## config.mk

```make
export PLATFORM = sky130hd
export DESIGN_NAME = l2_fwd_engine
export DESIGN_NICKNAME = d
export VERILOG_FILES = /design/src/rtl/fwd_pkg.sv /design/src/rtl/fwd_cam.sv /design/src/rtl/fwd_decide.sv /design/src/rtl/l2_fwd_engine.sv
export SDC_FILE = /design/constraint.sdc
export NUM_CORES = 2
export LEC_CHECK = 0
export BUFFER_PORTS_ARGS = -buffer_cell sky130_fd_sc_hd__buf_2
export CAP_MARGIN = 40
export CORE_MARGIN = 4
export CORE_UTILIZATION = 35
export DETAILED_ROUTE_END_ITERATION = 12
export MAX_ROUTING_LAYER = met4
export PLACE_DENSITY_LB_ADDON = 0.08
export SETUP_SLACK_MARGIN = 0.02
export SLEW_MARGIN = 10
export SYNTH_ARGS = -nofsm -noshare
export SYNTH_HDL_FRONTEND = slang
export SYNTH_SLANG_ARGS = --single-unit
```

## constraint.sdc

```tcl
create_clock -name clk -period 8.1 [get_ports clk]
set_clock_uncertainty 0.05 [all_clocks]
set_input_delay 1.62 -clock clk [delete_from_list [all_inputs] [get_ports clk]]
set_output_delay 1.62 -clock clk [all_outputs]
set_load 0.1 [all_outputs]
```

## src/rtl/fwd_pkg.sv

```systemverilog
package fwd_pkg;

  localparam int MAC_W = 48;
  typedef logic [MAC_W-1:0] mac_t;

  typedef enum logic [1:0] {
    FWD_DROP    = 2'd0,
    FWD_UNICAST = 2'd1,
    FWD_FLOOD   = 2'd2
  } fwd_kind_e;

  // Group (multicast/broadcast) addresses carry bit 40 set.
  function automatic logic mac_is_group(mac_t m);
    return m[40];
  endfunction

  function automatic logic mac_is_bcast(mac_t m);
    return &m;
  endfunction

endpackage

```

## src/rtl/fwd_cam.sv

```systemverilog
module fwd_cam
  import fwd_pkg::*;
#(
  parameter int DEPTH  = 16,
  parameter int PORT_W = 3
) (
  input  logic              clk,
  input  logic              rst_n,
  input  logic              req_valid,
  input  logic [PORT_W-1:0] req_port,
  input  mac_t              src_mac,
  input  mac_t              dst_mac,
  output logic              dst_hit,
  output logic [PORT_W-1:0] dst_port
);

  localparam int IDX_W = (DEPTH > 1) ? $clog2(DEPTH) : 1;

  logic [DEPTH-1:0]  ent_valid;
  mac_t              ent_mac  [DEPTH];
  logic [PORT_W-1:0] ent_port [DEPTH];
  logic [IDX_W-1:0]  wr_ptr;

  logic [DEPTH-1:0]  src_match;
  logic [DEPTH-1:0]  dst_match;
  logic [IDX_W-1:0]  src_idx;
  logic [IDX_W-1:0]  dst_idx;

  // Named learning events
  logic learn_en;
  logic learn_hit;
  logic learn_new;

  for (genvar i = 0; i < DEPTH; i++) begin : g_cmp
    assign src_match[i] = ent_valid[i] && (ent_mac[i] == src_mac);
    assign dst_match[i] = ent_valid[i] && (ent_mac[i] == dst_mac);
  end

  always_comb begin
    src_idx = '0;
    dst_idx = '0;
    for (int i = 0; i < DEPTH; i++) begin
      if (src_match[i]) src_idx = IDX_W'(i);
      if (dst_match[i]) dst_idx = IDX_W'(i);
    end
  end

  assign learn_en  = req_valid && !mac_is_group(src_mac);
  assign learn_hit = |src_match;
  assign learn_new = learn_en && !learn_hit;

  assign dst_hit  = |dst_match;
  assign dst_port = ent_port[dst_idx];

  always_ff @(posedge clk) begin
    if (!rst_n) begin
      ent_valid <= '0;
      wr_ptr    <= '0;
    end else if (learn_new) begin
      ent_valid[wr_ptr] <= 1'b1;
      wr_ptr <= (wr_ptr == IDX_W'(DEPTH-1)) ? '0 : IDX_W'(wr_ptr + 1'b1);
    end
  end

  always_ff @(posedge clk) begin
    if (learn_new) begin
      ent_mac[wr_ptr]  <= src_mac;
      ent_port[wr_ptr] <= req_port;
    end else if (learn_en && learn_hit) begin
      ent_port[src_idx] <= req_port;
    end
  end

  // an address never occupies two entries
  a_r9_unique_src: assert property (@(posedge clk) disable iff (!rst_n)
    $onehot0(src_match));
  a_r9_unique_dst: assert property (@(posedge clk) disable iff (!rst_n)
    $onehot0(dst_match));

  // a moved station keeps its entry and takes the new port
  a_r9_move_port: assert property (@(posedge clk) disable iff (!rst_n)
    (learn_en && learn_hit) |=> (ent_port[$past(src_idx)] == $past(req_port))
                                && $stable(ent_valid) && $stable(wr_ptr));

  // a newly learned address sits in the victim slot next cycle
  a_r5_learn_visible: assert property (@(posedge clk) disable iff (!rst_n)
    learn_new |=> ent_valid[$past(wr_ptr)] && (ent_mac[$past(wr_ptr)] == $past(src_mac)));

  // group sources leave the table untouched
  a_r11_no_group_learn: assert property (@(posedge clk) disable iff (!rst_n)
    (req_valid && mac_is_group(src_mac)) |=> $stable(ent_valid) && $stable(wr_ptr));

endmodule

```

## src/rtl/fwd_decide.sv

```systemverilog
module fwd_decide
  import fwd_pkg::*;
#(
  parameter int                     NPORTS     = 8,
  parameter int                     PORT_W     = 3,
  parameter int                     VID_W      = 1,
  parameter logic [NPORTS*VID_W-1:0] PORT_VLAN = 8'b0111_0000,
  parameter logic [NPORTS-1:0]      TRUNK_MASK = 8'h80
) (
  input  logic              clk,
  input  logic              rst_n,
  input  logic              req_valid,
  input  logic [PORT_W-1:0] req_port,
  input  mac_t              src_mac,
  input  mac_t              dst_mac,
  input  logic              dst_hit,
  input  logic [PORT_W-1:0] dst_port,
  output logic              done,
  output logic [NPORTS-1:0] fwd_mask,
  output logic [1:0]        fwd_kind
);

  // Ports sharing a broadcast domain with 'ing', the ingress itself excluded.
  function automatic logic [NPORTS-1:0] domain_of(logic [PORT_W-1:0] ing);
    logic [NPORTS-1:0] d;
    for (int p = 0; p < NPORTS; p++) begin
      d[p] = TRUNK_MASK[p] || TRUNK_MASK[ing] ||
             (PORT_VLAN[p*VID_W +: VID_W] == PORT_VLAN[int'(ing)*VID_W +: VID_W]);
    end
    d[ing] = 1'b0;
    return d;
  endfunction

  // Stage 1: lookup result captured
  logic              s1_valid;
  logic [PORT_W-1:0] s1_port;
  logic              s1_bcast;
  logic              s1_self;
  logic              s1_hit;
  logic [PORT_W-1:0] s1_dport;

  always_ff @(posedge clk) begin
    if (!rst_n) begin
      s1_valid <= 1'b0;
      s1_port  <= '0;
      s1_bcast <= 1'b0;
      s1_self  <= 1'b0;
      s1_hit   <= 1'b0;
      s1_dport <= '0;
    end else begin
      s1_valid <= req_valid;
      s1_port  <= req_port;
      s1_bcast <= mac_is_bcast(dst_mac);
      s1_self  <= (src_mac == dst_mac) && !mac_is_group(src_mac);
      s1_hit   <= dst_hit;
      s1_dport <= dst_port;
    end
  end

  // Stage 2: decision
  logic [NPORTS-1:0] flood_mask;
  logic              dst_in_domain;
  logic              dst_is_ingress;
  logic [NPORTS-1:0] nxt_mask;
  fwd_kind_e         nxt_kind;

  assign flood_mask     = domain_of(s1_port);
  assign dst_in_domain  = flood_mask[s1_dport];
  assign dst_is_ingress = (s1_dport == s1_port);

  always_comb begin
    nxt_mask = '0;
    nxt_kind = FWD_DROP;
    if (s1_bcast || (!s1_self && !s1_hit)) begin
      nxt_mask = flood_mask;
      nxt_kind = FWD_FLOOD;
    end else if (s1_self || dst_is_ingress || !dst_in_domain) begin
      nxt_kind = FWD_DROP;
    end else begin
      nxt_mask[s1_dport] = 1'b1;
      nxt_kind = FWD_UNICAST;
    end
  end

  always_ff @(posedge clk) begin
    if (!rst_n) begin
      done     <= 1'b0;
      fwd_mask <= '0;
      fwd_kind <= FWD_DROP;
    end else begin
      done     <= s1_valid;
      fwd_mask <= s1_valid ? nxt_mask : '0;
      fwd_kind <= s1_valid ? nxt_kind : FWD_DROP;
    end
  end

  // fixed two-cycle latency in both directions
  a_r2_latency: assert property (@(posedge clk) disable iff (!rst_n)
    req_valid |-> ##2 done);
  a_r2_no_spurious: assert property (@(posedge clk) disable iff (!rst_n)
    done |-> $past(req_valid, 2));

  // the ingress port never appears in the result
  a_r3_no_hairpin: assert property (@(posedge clk) disable iff (!rst_n)
    done |-> !fwd_mask[$past(s1_port)]);

  // unicast is exactly one port
  a_r5_unicast_onehot: assert property (@(posedge clk) disable iff (!rst_n)
    (done && fwd_kind == FWD_UNICAST) |-> $onehot(fwd_mask));

  // a drop carries an empty mask
  a_r6_drop_empty: assert property (@(posedge clk) disable iff (!rst_n)
    (done && fwd_kind == FWD_DROP) |-> (fwd_mask == '0));

  // idle outputs are quiet
  a_r1_idle_quiet: assert property (@(posedge clk) disable iff (!rst_n)
    !done |-> (fwd_mask == '0) && (fwd_kind == FWD_DROP));

endmodule

```

## src/rtl/l2_fwd_engine.sv

```systemverilog
module l2_fwd_engine
  import fwd_pkg::*;
#(
  parameter int                      NPORTS     = 8,
  parameter int                      DEPTH      = 16,
  parameter int                      VID_W      = 1,
  parameter logic [NPORTS*VID_W-1:0] PORT_VLAN  = 8'b0111_0000,
  parameter logic [NPORTS-1:0]       TRUNK_MASK = 8'h80,
  localparam int                     PORT_W     = (NPORTS > 1) ? $clog2(NPORTS) : 1
) (
  input  logic              clk,
  input  logic              rst_n,
  input  logic              req_valid,
  input  logic [PORT_W-1:0] req_port,
  input  logic [47:0]       req_src_mac,
  input  logic [47:0]       req_dst_mac,
  output logic              done,
  output logic [NPORTS-1:0] fwd_mask,
  output logic [1:0]        fwd_kind
);

  logic              lk_hit;
  logic [PORT_W-1:0] lk_port;

  fwd_cam #(
    .DEPTH (DEPTH),
    .PORT_W(PORT_W)
  ) u_cam (
    .clk      (clk),
    .rst_n    (rst_n),
    .req_valid(req_valid),
    .req_port (req_port),
    .src_mac  (req_src_mac),
    .dst_mac  (req_dst_mac),
    .dst_hit  (lk_hit),
    .dst_port (lk_port)
  );

  fwd_decide #(
    .NPORTS    (NPORTS),
    .PORT_W    (PORT_W),
    .VID_W     (VID_W),
    .PORT_VLAN (PORT_VLAN),
    .TRUNK_MASK(TRUNK_MASK)
  ) u_decide (
    .clk      (clk),
    .rst_n    (rst_n),
    .req_valid(req_valid),
    .req_port (req_port),
    .src_mac  (req_src_mac),
    .dst_mac  (req_dst_mac),
    .dst_hit  (lk_hit),
    .dst_port (lk_port),
    .done     (done),
    .fwd_mask (fwd_mask),
    .fwd_kind (fwd_kind)
  );

endmodule

```

==> results by group <==
CTS
  • Clock Path Buffers: 3
  • Clk_lat worst skew: 0.74 ns
  • Setup Buffers After CTS: 0
  • Post-CTS Resized: 0
  • Hold_buf cts: 0
  • CTS Sinks: 858
  • Root Buffer: clkbuf_16
  • Clk pin slew, worst setup/hold paths: 0.06 ns
  • CTS buffer count: 104
  • CTS tree: yes
  • H-Tree Depth: 3

Setup path
  • Startpoint types: primary input
  • CP Class: in2reg
  • CP cell instances: buf_2 > buf_4 > xor2_1 > nor4_1 > nand4_1 > or4_1 > o41ai_1 > nor2_1 > and2_1 > a21boi_1 > nand3_1 > a21boi_0 > nor3_1
  • CP Launch Point: req_src_mac[5]
  • Critical Path End Type: register
  • R2r setup slk: 3.53 ns
  • Worst setup path end: u_cam.ent_port[4][2]
  • R2r startpoint: u_cam.ent_mac[2][15]
  • Depth of the most critical reg-to-reg path: 12
  • CP peak stage delay: 0.83 ns
  • Worst Path Arrival: 6.30 ns
  • Crit-path slowest cell: or4_1
  • Worst EP required: 8.39 ns
  • Crit Path Max Fanout: 15
  • R2R Path End: u_cam.ent_port[4][2]

STA
  • Smallest hold slack: 0.439 ns
  • Worst-Margin Slew: 0.965 ns
  • Accumulated negative setup slack: 0 ns
  • RSZ-0062 raised after global routing: false
  • Max Fclk: 0.166 GHz
  • Tmin final: 6.01 ns
  • Period utilisation layout: 74.2%
  • Fin. max-slew vios: 0
  • Final setup violating endpoints: 0
  • Fin. Hold Viols: 0
  • Worst Slack Setup Final: 2.09 ns
  • Max transition margin: 35.6%

Floorplan
  • FP Rows: 137
  • DIE AREA: 0.147 mm^2
  • Initial core utilization: 35.2%
  • DIE WIDTH: 383 um
  • IO Pins: 113
  • Die extent in y: 383 um
  • CORE AREA: 0.140 mm^2

Pwr
  • Logic pwr share: 13.0%
  • Total Power: 11,200 uW
  • Clock power frac: 43.2%
  • Maximum VDD drop: 139 uV
  • Switch Pwr: 3100 uW
  • Sw Ratio: 27.6%
  • PwrDens: 196 mW/mm^2
  • Sequential power share: 43.7%
  • Internal: 8120 uW
  • Leakage: 0.0183 uW

Synthesis
  • Net Count, Synth: 4,300
  • Top post-synthesis cells by area: edfxtp_1 50%, xnor2_1 15%, xor2_1 11%, nand4_1 3.8%, nor4_1 3.2%
  • Post-synth top flop: edfxtp_1
  • Async set or reset register ratio after synthesis: 0%
  • Synth warn: 0
  • Synth area leader: edfxtp_1
  • Share of the synthesized area in the top cell type: 49.8%
  • Sequential fraction of the synthesis area: 51.5%
  • Syn Area/Cell: 11.7 um^2
  • Count of flip-flops with a built-in enable after synthesis: 816
  • Most common cell in the netlist: xnor2_1
  • Post-synth top cells: 824 x xnor2_1, 816 x edfxtp_1, 607 x xor2_1, 300 x nand4_1, 251 x nor4_1
  • Yosys cell types: 89
  • Synthesized area: 0.0492 mm^2
  • Number of synthesized register bits: 858
  • Gate count of the mapped netlist: 4,194

Placed design
  • Gpl congestion: 1.02
  • HPWL after DPL: 192,000 um
  • Place WS: 1.53 ns
  • Port Buffers: 112

Drt
  • Routed len/inst: 41.3 um
  • Routed WL: 265,000 um
  • TritonRoute pass-1 iters: 10
  • Routed Antenna Nets: 0
  • DR iter-0 viols: 5,561
  • Via count: 38,900
  • Residual DRC: 3
  • Vias per cell: 6.08

Final layout
  • Final Util: 41.0%
  • Share of cells above drive strength 1: 12.2%
  • Count of nets after finishing: 4,542
  • Syn-to-layout area delta: 16.2%
  • Fillers: 13,600

Global routing
  • Total Routing Usage GR: 36.1%
  • Total gr overflow: 0
  • First-pass GRT wire length: 346,000 um
  • Vias in the first global route: 37,200
  • Largest net degree at the start of global routing: 50
  • Initial antenna violation count: 18

Min path
  • Cell depth of the worst hold path: 1
  • HP Class: reg2reg

Status
  • Failing checks: design-rule violations
  • Status: complete, but fails checks

Flow run
  • Number of max-cap violations: 0
==> layer usage <==
metal	wire [um]	vias to the layer above	global-route usage, %
met1	111000	20200	47.8
li1	-	15800	-
met5	0	-	-
met3	21600	545	5.85
met2	117000	2371	54.5
met4	14900	0	16.3
==> flip-flops by register name, indices dropped and copies added, names as in the netlist, named ones only <==
signal	count
u_decide.fwd_mask	8
u_decide.s1_self	1
u_decide.s1_hit	1
u_decide.s1_valid	1
u_decide.s1_bcast	1
u_decide.s1_port	3
u_cam.ent_valid	16
u_cam.ent_mac	768
u_cam.ent_port	48
u_decide.fwd_kind	2
u_decide.s1_dport	3
u_decide.done	1
u_cam.wr_ptr	4
==> critical path: cells and delay by family <==
kind	cells	cell delay [ns]
AOI/OAI and AO/OA	3	0.82
xor gates and xnor gates	1	0.11
buffers and inverters	2	1.10
and+or+nand+nor	7	2.60
==> placed cells by master, fill, tap and decap left out, types with 45 or more instances in the layout <==
cell type,synthesis,layout
buf_12,0,45
buf_2,135,117
buf_4,11,176
clkbuf_16,0,106
edfxtp_1,816,816
inv_1,92,92
nand2_1,150,150
nand2b_1,138,138
nand3_1,82,82
nand4_1,300,300
nor2_1,102,90
nor2b_1,58,58
nor3_1,81,77
nor4_1,251,248
xnor2_1,824,824
xor2_1,607,607
==> layout make-up <==
class                           count  area [um^2]  area share [%]
Sequential cell                   858        25300            44.4
Tap cell                         1876         2350            4.11
Inverter                          101          379           0.663
Clock inverter                     51          566           0.990
Multi-Input combinational cell   3020        22600            39.5
Clock buffer                      143         2860            5.01
Antenna cell                        8         20.0          0.0350
Timing Repair Buffer              351         3070            5.38
==> logic make-up after synthesis <==
kind of cell | synth area share, %
multiplexers | 0.481
AO/OA/AOI/OAI | 3.73
buffers and inverters | 2.87
flip-flops | 51.5
XOR/XNOR | 25.5
AND/OR/NAND/NOR | 15.8
adder cells (fa/ha/maj) | 0.102
==> power by group through the flow <==
| stage | registers (uW) | clock network [uW] | logic, uW |
|---|---|---|---|
| global route | 4900 | 5090 | 1470 |
| detailed placement | 5000 | 0 | 1410 |
| global placement | 5000 | 0 | 1400 |
| CTS | 4900 | 4910 | 1420 |
| floorplan | 5000 | 0 | 628 |
| finish | 4900 | 4850 | 1460 |
==> metrics by stage <==
stage / instance area (um^2) / cells
floorplan: 49200 / 4194
global placement: 53100 / 6169
detailed placement: 53700 / 6203
CTS: 57100 / 6397
global route: 57100 / 6402
finish: 57100 / 6408
==> worst min-delay path by stage <==
stage	from	end	slack (ns)
2_1_floorplan	u_decide.s1_valid	u_decide.done	0.39
3_3_place_gp	u_decide.s1_valid	u_decide.done	0.41
3_5_place_dp	u_decide.s1_valid	u_decide.done	0.42
4_1_cts	u_decide.s1_valid	u_decide.done	0.44
5_1_grt	u_cam.ent_valid[0]	u_cam.ent_valid[0]	0.49
6_report	u_decide.s1_valid	u_decide.done	0.44
Power figures use the tool's default switching activity.
